**config.mk**
```make
export PLATFORM = sky130hd
export DESIGN_NAME = hot_path_filter
export DESIGN_NICKNAME = d
export VERILOG_FILES = /design/src/rtl/hpf_pkg.sv /design/src/rtl/hpf_table.sv /design/src/rtl/hpf_ctrl.sv /design/src/rtl/hot_path_filter.sv
export SDC_FILE = /design/constraint.sdc
export NUM_CORES = 2
export LEC_CHECK = 0
export ABC_AREA = 1
export BUFFER_PORTS_ARGS = -buffer_cell sky130_fd_sc_hd__buf_2
export CAP_MARGIN = 20
export CORE_MARGIN = 2
export CORE_UTILIZATION = 38
export DETAILED_ROUTE_END_ITERATION = 10
export MAX_ROUTING_LAYER = met4
export SYNTH_ARGS = -nofsm -noshare
export SYNTH_HDL_FRONTEND = slang
export SYNTH_SLANG_ARGS = --single-unit
```
**constraint.sdc**
```tcl
create_clock -name clk -period 19.2 [get_ports clk]
set_input_delay 3.84 -clock clk [delete_from_list [all_inputs] [get_ports clk]]
set_output_delay 3.84 -clock clk [all_outputs]
set_load 0.005 [all_outputs]
```
**src/rtl/hpf_pkg.sv**
```systemverilog
package hpf_pkg;

  typedef enum logic [1:0] {
    DEC_ACK    = 2'd0,
    DEC_EXPAND = 2'd1,
    DEC_RESEND = 2'd2
  } decision_e;

  // Strobes from control to the table datapath
  typedef struct packed {
    logic doAlloc;  // write key into target entry, count=1, flag clear
    logic doBump;   // increment the hit entry's count
    logic doReset;  // return the hit entry's count to 1
  } tableStrobe_t;

endpackage

```
**src/rtl/hpf_table.sv**
```systemverilog
module hpf_table
  import hpf_pkg::*;
#(
  parameter int ENTRIES = 16,
  parameter int PC_W    = 32,
  parameter int DIR_W   = 16,
  parameter int LEN_W   = $clog2(DIR_W + 1),
  parameter int CNT_W   = 8,
  parameter int IDX_W   = $clog2(ENTRIES)
) (
  input  logic             clk,
  input  logic             rstN,
  input  logic             msgValid,
  input  logic [PC_W-1:0]  msgPc,
  input  logic [DIR_W-1:0] msgDir,
  input  logic [LEN_W-1:0] msgLen,
  input  tableStrobe_t     strobe,
  input  logic             expAccept,
  input  logic [IDX_W-1:0] expIdx,
  output logic             hit,
  output logic [CNT_W-1:0] hitCount,
  output logic             hitExp,
  output logic [IDX_W-1:0] targetIdx
);

  localparam logic [IDX_W-1:0] OLDEST = IDX_W'(ENTRIES - 1);

  logic [PC_W-1:0]  stagePc;
  logic [DIR_W-1:0] stageDir;
  logic [DIR_W-1:0] maskedDir;

  logic             entValid [ENTRIES];
  logic [PC_W-1:0]  entPc    [ENTRIES];
  logic [DIR_W-1:0] entDir   [ENTRIES];
  logic [CNT_W-1:0] entCnt   [ENTRIES];
  logic             entExp   [ENTRIES];
  logic [IDX_W-1:0] entAge   [ENTRIES];

  logic [ENTRIES-1:0] matchVec;
  logic [IDX_W-1:0]   matchIdx;
  logic [IDX_W-1:0]   victimIdx;
  logic               touch;
  logic [IDX_W-1:0]   targetAge;

  // Drop outcome bits beyond the stated length
  generate
    for (genvar b = 0; b < DIR_W; b++) begin : g_mask
      assign maskedDir[b] = msgDir[b] & (b < int'(msgLen));
    end
  endgenerate

  always_ff @(posedge clk) begin
    if (!rstN) begin
      stagePc  <= '0;
      stageDir <= '0;
    end else if (msgValid) begin
      stagePc  <= msgPc;
      stageDir <= maskedDir;
    end
  end

  // One comparator per entry
  generate
    for (genvar e = 0; e < ENTRIES; e++) begin : g_match
      assign matchVec[e] = entValid[e] && (entPc[e] == stagePc) && (entDir[e] == stageDir);
    end
  endgenerate

  always_comb begin
    matchIdx = '0;
    for (int e = ENTRIES - 1; e >= 0; e--) begin
      if (matchVec[e]) matchIdx = IDX_W'(e);
    end
  end

  // Lowest empty slot first, otherwise the oldest entry
  always_comb begin
    logic found;
    victimIdx = '0;
    found     = 1'b0;
    for (int e = 0; e < ENTRIES; e++) begin
      if (!found && !entValid[e]) begin
        victimIdx = IDX_W'(e);
        found     = 1'b1;
      end
    end
    if (!found) begin
      for (int e = 0; e < ENTRIES; e++) begin
        if (entAge[e] == OLDEST) victimIdx = IDX_W'(e);
      end
    end
  end

  assign hit       = |matchVec;
  assign targetIdx = hit ? matchIdx : victimIdx;
  assign hitCount  = entCnt[matchIdx];
  assign hitExp    = entExp[matchIdx];
  assign touch     = strobe.doAlloc | strobe.doBump | strobe.doReset;
  assign targetAge = entAge[targetIdx];

  always_ff @(posedge clk) begin
    if (!rstN) begin
      for (int e = 0; e < ENTRIES; e++) begin
        entValid[e] <= 1'b0;
        entPc[e]    <= '0;
        entDir[e]   <= '0;
        entCnt[e]   <= '0;
        entExp[e]   <= 1'b0;
        entAge[e]   <= IDX_W'(e);
      end
    end else begin
      for (int e = 0; e < ENTRIES; e++) begin
        if (expAccept && expIdx == IDX_W'(e)) entExp[e] <= 1'b1;
        if (IDX_W'(e) == targetIdx) begin
          if (strobe.doAlloc) begin
            entValid[e] <= 1'b1;
            entPc[e]    <= stagePc;
            entDir[e]   <= stageDir;
            entCnt[e]   <= CNT_W'(1);
            entExp[e]   <= 1'b0;
          end else if (strobe.doReset) begin
            entCnt[e] <= CNT_W'(1);
          end else if (strobe.doBump) begin
            entCnt[e] <= entCnt[e] + CNT_W'(1);
          end
        end
        if (touch) begin
          if (IDX_W'(e) == targetIdx) entAge[e] <= '0;
          else if (entAge[e] < targetAge) entAge[e] <= entAge[e] + IDX_W'(1);
        end
      end
    end
  end

endmodule

```
**src/rtl/hpf_ctrl.sv**
```systemverilog
module hpf_ctrl
  import hpf_pkg::*;
#(
  parameter int CNT_W = 8,
  parameter int IDX_W = 4
) (
  input  logic             clk,
  input  logic             rstN,
  input  logic             msgValid,
  input  logic [CNT_W-1:0] cfgThreshold,
  input  logic             hit,
  input  logic [CNT_W-1:0] hitCount,
  input  logic             hitExp,
  input  logic [IDX_W-1:0] targetIdx,
  output tableStrobe_t     strobe,
  output logic             decValid,
  output logic [1:0]       decCode,
  output logic [IDX_W-1:0] decIdx,
  output logic             ackOut
);

  logic        stageValid;
  logic [CNT_W:0] nextCnt;
  logic        reached;
  decision_e   decision;

  always_ff @(posedge clk) begin
    if (!rstN) stageValid <= 1'b0;
    else       stageValid <= msgValid;
  end

  assign nextCnt = {1'b0, hitCount} + (CNT_W+1)'(1);
  assign reached = nextCnt >= {1'b0, cfgThreshold};

  always_comb begin
    strobe   = '0;
    decision = DEC_ACK;
    if (stageValid) begin
      if (!hit) begin
        strobe.doAlloc = 1'b1;
      end else if (reached) begin
        strobe.doReset = 1'b1;
        decision       = hitExp ? DEC_RESEND : DEC_EXPAND;
      end else begin
        strobe.doBump = 1'b1;
      end
    end
  end

  always_ff @(posedge clk) begin
    if (!rstN) begin
      decValid <= 1'b0;
      decCode  <= DEC_ACK;
      decIdx   <= '0;
      ackOut   <= 1'b0;
    end else begin
      decValid <= stageValid && (decision != DEC_ACK);
      ackOut   <= stageValid && (decision == DEC_ACK);
      decCode  <= stageValid ? decision : DEC_ACK;
      if (stageValid) decIdx <= targetIdx;
    end
  end

endmodule

```
**src/rtl/hot_path_filter.sv**
```systemverilog
module hot_path_filter
  import hpf_pkg::*;
#(
  parameter int ENTRIES = 16,
  parameter int PC_W    = 32,
  parameter int DIR_W   = 16,
  parameter int CNT_W   = 8,
  parameter int LEN_W   = $clog2(DIR_W + 1),
  parameter int IDX_W   = $clog2(ENTRIES)
) (
  input  logic             clk,
  input  logic             rstN,
  input  logic             msgValid,
  input  logic [PC_W-1:0]  msgPc,
  input  logic [DIR_W-1:0] msgDir,
  input  logic [LEN_W-1:0] msgLen,
  input  logic [CNT_W-1:0] cfgThreshold,
  input  logic             expAccept,
  input  logic [IDX_W-1:0] expIdx,
  output logic             decValid,
  output logic [1:0]       decCode,
  output logic [IDX_W-1:0] decIdx,
  output logic             ackOut
);

  tableStrobe_t     strobe;
  logic             tableHit;
  logic [CNT_W-1:0] tableCount;
  logic             tableExp;
  logic [IDX_W-1:0] tableTarget;

  hpf_table #(
    .ENTRIES(ENTRIES), .PC_W(PC_W), .DIR_W(DIR_W),
    .LEN_W(LEN_W), .CNT_W(CNT_W), .IDX_W(IDX_W)
  ) u_table (
    .clk(clk), .rstN(rstN), .msgValid(msgValid),
    .msgPc(msgPc), .msgDir(msgDir), .msgLen(msgLen),
    .strobe(strobe), .expAccept(expAccept), .expIdx(expIdx),
    .hit(tableHit), .hitCount(tableCount), .hitExp(tableExp),
    .targetIdx(tableTarget)
  );

  hpf_ctrl #(.CNT_W(CNT_W), .IDX_W(IDX_W)) u_ctrl (
    .clk(clk), .rstN(rstN), .msgValid(msgValid),
    .cfgThreshold(cfgThreshold), .hit(tableHit), .hitCount(tableCount),
    .hitExp(tableExp), .targetIdx(tableTarget), .strobe(strobe),
    .decValid(decValid), .decCode(decCode), .decIdx(decIdx), .ackOut(ackOut)
  );

endmodule

```
==> metrics.md <==
| Metric | Value |
|---|---|
| IO Pins | `77` |
| Vias in the first global route | `39522` |
| Area Growth Syn to Fin | `10.9%` |
| Hold wc startpoint | `u_table.entExp[0]$_DFF_P_` |
| Async SR Flop Fraction | `0%` |
| Max Fanout on Critical Path | `123` |
| Arr. time, crit path | `9.49 ns` |
| Hold Fails Final Rpt | `0` |
| Flop2flop setup slack | `10.16 ns` |
| Gate Count Post-Synth | `5259` |
| Max-slew violations | `0` |
| Pwr dens | `95.6 nW/µm²` |
| Post-CTS Setup Repair Bufs | `0` |
| RR Startpoint | `u_table.stageDir[6]$_SDFFE_PN0P_` |
| Setup Viol. Count Final | `0` |
| Net Count, Synth | `5401` |
| Slowest CP cell | `dfxtp_1` |
| Initial Util | `38.3%` |
| Total global routing overflow | `0` |
| Leakage | `22.5 nW` |
| Initial drt markers | `7489` |
| Ys Warns | `0` |
| Share of layout cells above drive strength 1 | `10.2%` |
| Slowest stage delay, CP | `0.96 ns` |
| Reg clk slew, reported paths | `0.06 ns` |
| Period utilization | `47.1%` |
| Hold crit path type | `reg2reg` |
| Hold_buf cts | `0` |
| Cell Area, Synth | `52600 µm²` |
| Initial antenna violation count | `12` |
| Core area | `137000 µm²` |
| CTS buffer count | `111` |
| Share of the synthesized area in the top cell type | `55.6%` |
| Synthesis-stage register bit count | `1049` |
| Vias/cell | `5.97` |
| Endpoint type of the worst setup path | `flop` |
| Die area | `141000 µm²` |
| Slew @ Worst Pin | `1.27 ns` |
| Die W | `376 µm` |
| Htree depth | `3` |
| Worst Skew | `0.0835 ns` |
| Peak VDD IR | `0.0705 mV` |
| Main flop type after synthesis | `edfxtp_1` |
| Top cell by count, worst path | `nand2_1` |
| Hold EP | `u_table.entExp[0]$_DFF_P_` |
| Largest area contributor in the netlist | `edfxtp_1` |
| First-pass GRT wire length | `291 mm` |
| Gr busiest metal | `met2` |
| TNS Setup | `0 ns` |
| Slew margin rel. | `15.1%` |
| RSZ-0062 raised after global routing | `no` |
| Routed Wire Length | `208 mm` |
| Drt first pass iters | `9` |
| R2r endpoint | `u_table.entCnt[4][0]$_SDFFCE_PN0P_` |
| Drc violations | `0` |
| Routability cong. | `0.996` |
| Reg2Reg Depth | `40` |
| Min-Delay Path Depth | `2` |
| Largest net degree at the start of global routing | `124` |
| Top post-synthesis cells by area | `edfxtp_1 (56%), nand2_1 (6.0%), nor2_1 (5.9%)` |
| Die Height | `376 µm` |
| Final min period | `9.04 ns` |
| Syn_area_per_cell | `10.0 µm²` |
| # clock sinks | `1049` |
| Power Total | `0.00557 W` |
| Hold Slack | `0.453 ns` |
| Filler cell count | `13104` |
| Critical path class | `reg2reg` |
| Total Routing Usage GR | `29.6%` |
| CTS Buffer Depth | `3` |
| Post-CTS Resized | `0` |
| NumNets Final | `5403` |
| Post-synth cell types | `66` |
| Dpl hpwl | `140 mm` |
| EDFF count, synth | `974` |
| Port Buffers | `76` |
| Met2 global-route usage | `43.8%` |
| Met1 GRT Util | `38.4%` |
| Sequential fraction of the synthesis area | `58.5%` |
| Met3 usage in global routing | `7.99%` |
| Post-DRT Antenna Nets | `0` |
| Row cnt | `136` |
| Routed len/inst | `29.1 µm` |
| Outcome | `complete, no violations` |
| Total number of vias | `42688` |
| Achievable Freq | `0.111 GHz` |
| Clock Latency Late Sink | `0.77 ns` |
| Worst path required time | `19.65 ns` |
| Max_cap viols | `0` |
| CTS root buffer | `clkbuf_16` |
| Critical path startpoint category | `flop` |
| CTS tree | `built` |
[state kept, by name, indices dropped and copies added, names as in the netlist]
register,count
u_ctrl.ackOut,1
u_ctrl.decIdx,4
u_table.entPc,512
u_table.entValid,16
u_table.entCnt,128
u_ctrl.stageValid,1
u_ctrl.decCode,2
u_ctrl.decValid,1
u_table.entExp,16
u_table.entDir,256
u_table.stagePc,32
u_table.stageDir,16
u_table.entAge,64
[cell usage in the layout, fill, tap and decap left out, types with 50 or more instances in the layout]
| cell | count |
|---|---|
| xor2_1 | 178 |
| nand4_1 | 63 |
| buf_2 | 77 |
| edfxtp_1 | 974 |
| inv_1 | 421 |
| a21oi_1 | 81 |
| nor2_1 | 820 |
| a221oi_1 | 88 |
| o21ai_0 | 276 |
| or2_2 | 85 |
| inv_2 | 50 |
| dfxtp_1 | 75 |
| buf_4 | 103 |
| nand3_1 | 271 |
| a22o_1 | 63 |
| o22ai_1 | 188 |
| nand2_1 | 824 |
| clkbuf_16 | 112 |
| ha_1 | 73 |
| nor4_1 | 92 |
| xnor2_1 | 113 |
[per-layer routing]
| layer | wire length (µm) | vias up |
|---|---|---|
| met2 | 90200 | 2938 |
| li1 | - | 18332 |
| met4 | 10600 | 0 |
| met5 | 0 | - |
| met1 | 79500 | 20831 |
| met3 | 27600 | 587 |
[final cells by class]
| type | instances | area, µm² | area share [%] |
|---|---|---|---|
| Tap cell | 1794 | 2240 | 3.85 |
| Clock buffer | 146 | 3020 | 5.18 |
| Antenna cell | 5 | 12.5 | 0.0215 |
| Clock inverter | 63 | 728 | 1.25 |
| Multi-Input combinational cell | 3440 | 18600 | 31.9 |
| Timing Repair Buffer | 180 | 1160 | 1.99 |
| Sequential cell | 1049 | 30700 | 52.7 |
| Inverter | 479 | 1800 | 3.09 |
[cells in the mapped netlist, types with 10 or more instances]
cell and instances:
buf_2 92, clkbuf_1 138, nand2_1 834, o21ai_1 22
nor4_1 92, nand3_1 271, nor2_1 820, inv_1 426
or2_2 85, nand4_1 63, dfxtp_1 75, a21oi_1 82
inv_2 46, a221oi_1 88, xnor2_1 113, a22o_1 63
ha_1 73, nand4_4 10, o2111ai_1 16, o211ai_1 11
edfxtp_1 974, o21ai_0 279, a211oi_1 34, buf_4 27
buf_6 23, nor3_1 32, o22ai_1 188, xor2_1 178
[worst max path at each step]
stage	to	cells past startpoint	start	slack, ns
after floorplan	u_table.entExp[15]$_DFFE_PP_	36	u_table.entValid[0][0]$_DFF_P_	12.17
after global placement	u_table.entCnt[4][0]$_SDFFCE_PN0P_	40	u_table.stageDir[6]$_SDFFE_PN0P_	10.52
after detailed placement	u_table.entCnt[9][0]$_DFFE_PP_	40	u_table.stageDir[6]$_SDFFE_PN0P_	10.47
after CTS	u_table.entCnt[4][0]$_SDFFCE_PN0P_	40	u_table.stageDir[6]$_SDFFE_PN0P_	10.40
after global routing	u_table.entCnt[3][0]$_SDFFCE_PN0P_	41	u_table.stageDir[6]$_SDFFE_PN0P_	9.83
final	u_table.entCnt[4][0]$_SDFFCE_PN0P_	40	u_table.stageDir[6]$_SDFFE_PN0P_	10.16
[per-stage QoR]
step	worst slack [ns]	util (%)	cell area, µm²	std cells
6_report	10.16	42.5	58300	7156
5_1_grt	9.83	42.5	58300	7155
4_1_cts	10.40	42.5	58300	7150
3_5_place_dp	10.47	39.7	54500	6941
3_3_place_gp	10.52	39.7	54500	6940
2_1_floorplan	12.17	-	52600	5259
[power by group]
| group | total (W) | leakage (nW) | switching, W | internal [W] |
|---|---|---|---|---|
| sequential | 0.00270 | 10.6 | 0.0000885 | 0.00261 |
| clock | 0.00226 | 1.84 | 0.000973 | 0.00129 |
| combinational | 0.000617 | 10.1 | 0.000453 | 0.000165 |
| total | 0.00557 | 22.5 | 0.00151 | 0.00406 |
[logic make-up after synthesis]
| family | count (synthesis) | synth area share, % |
|---|---|---|
| simple gates | 2255 | 18.7 |
| fa+ha+maj | 73 | 1.74 |
| flops | 1049 | 58.5 |
| mux | 3 | 0.0643 |
| compound gates | 818 | 9.88 |
| xor+xnor | 291 | 4.85 |
| buf+inv | 770 | 6.27 |
[worst max-delay path, delay by kind of cell (launching register included)]
kind                     cells  cell delay [ns]
AO/OA/AOI/OAI               10             2.26
adder cells (fa/ha/maj)      2             0.60
buffers and inverters        3             0.97
flip-flops                   1             0.96
AND/OR/NAND/NOR             25             3.86
Power figures use the tool's default switching activity.
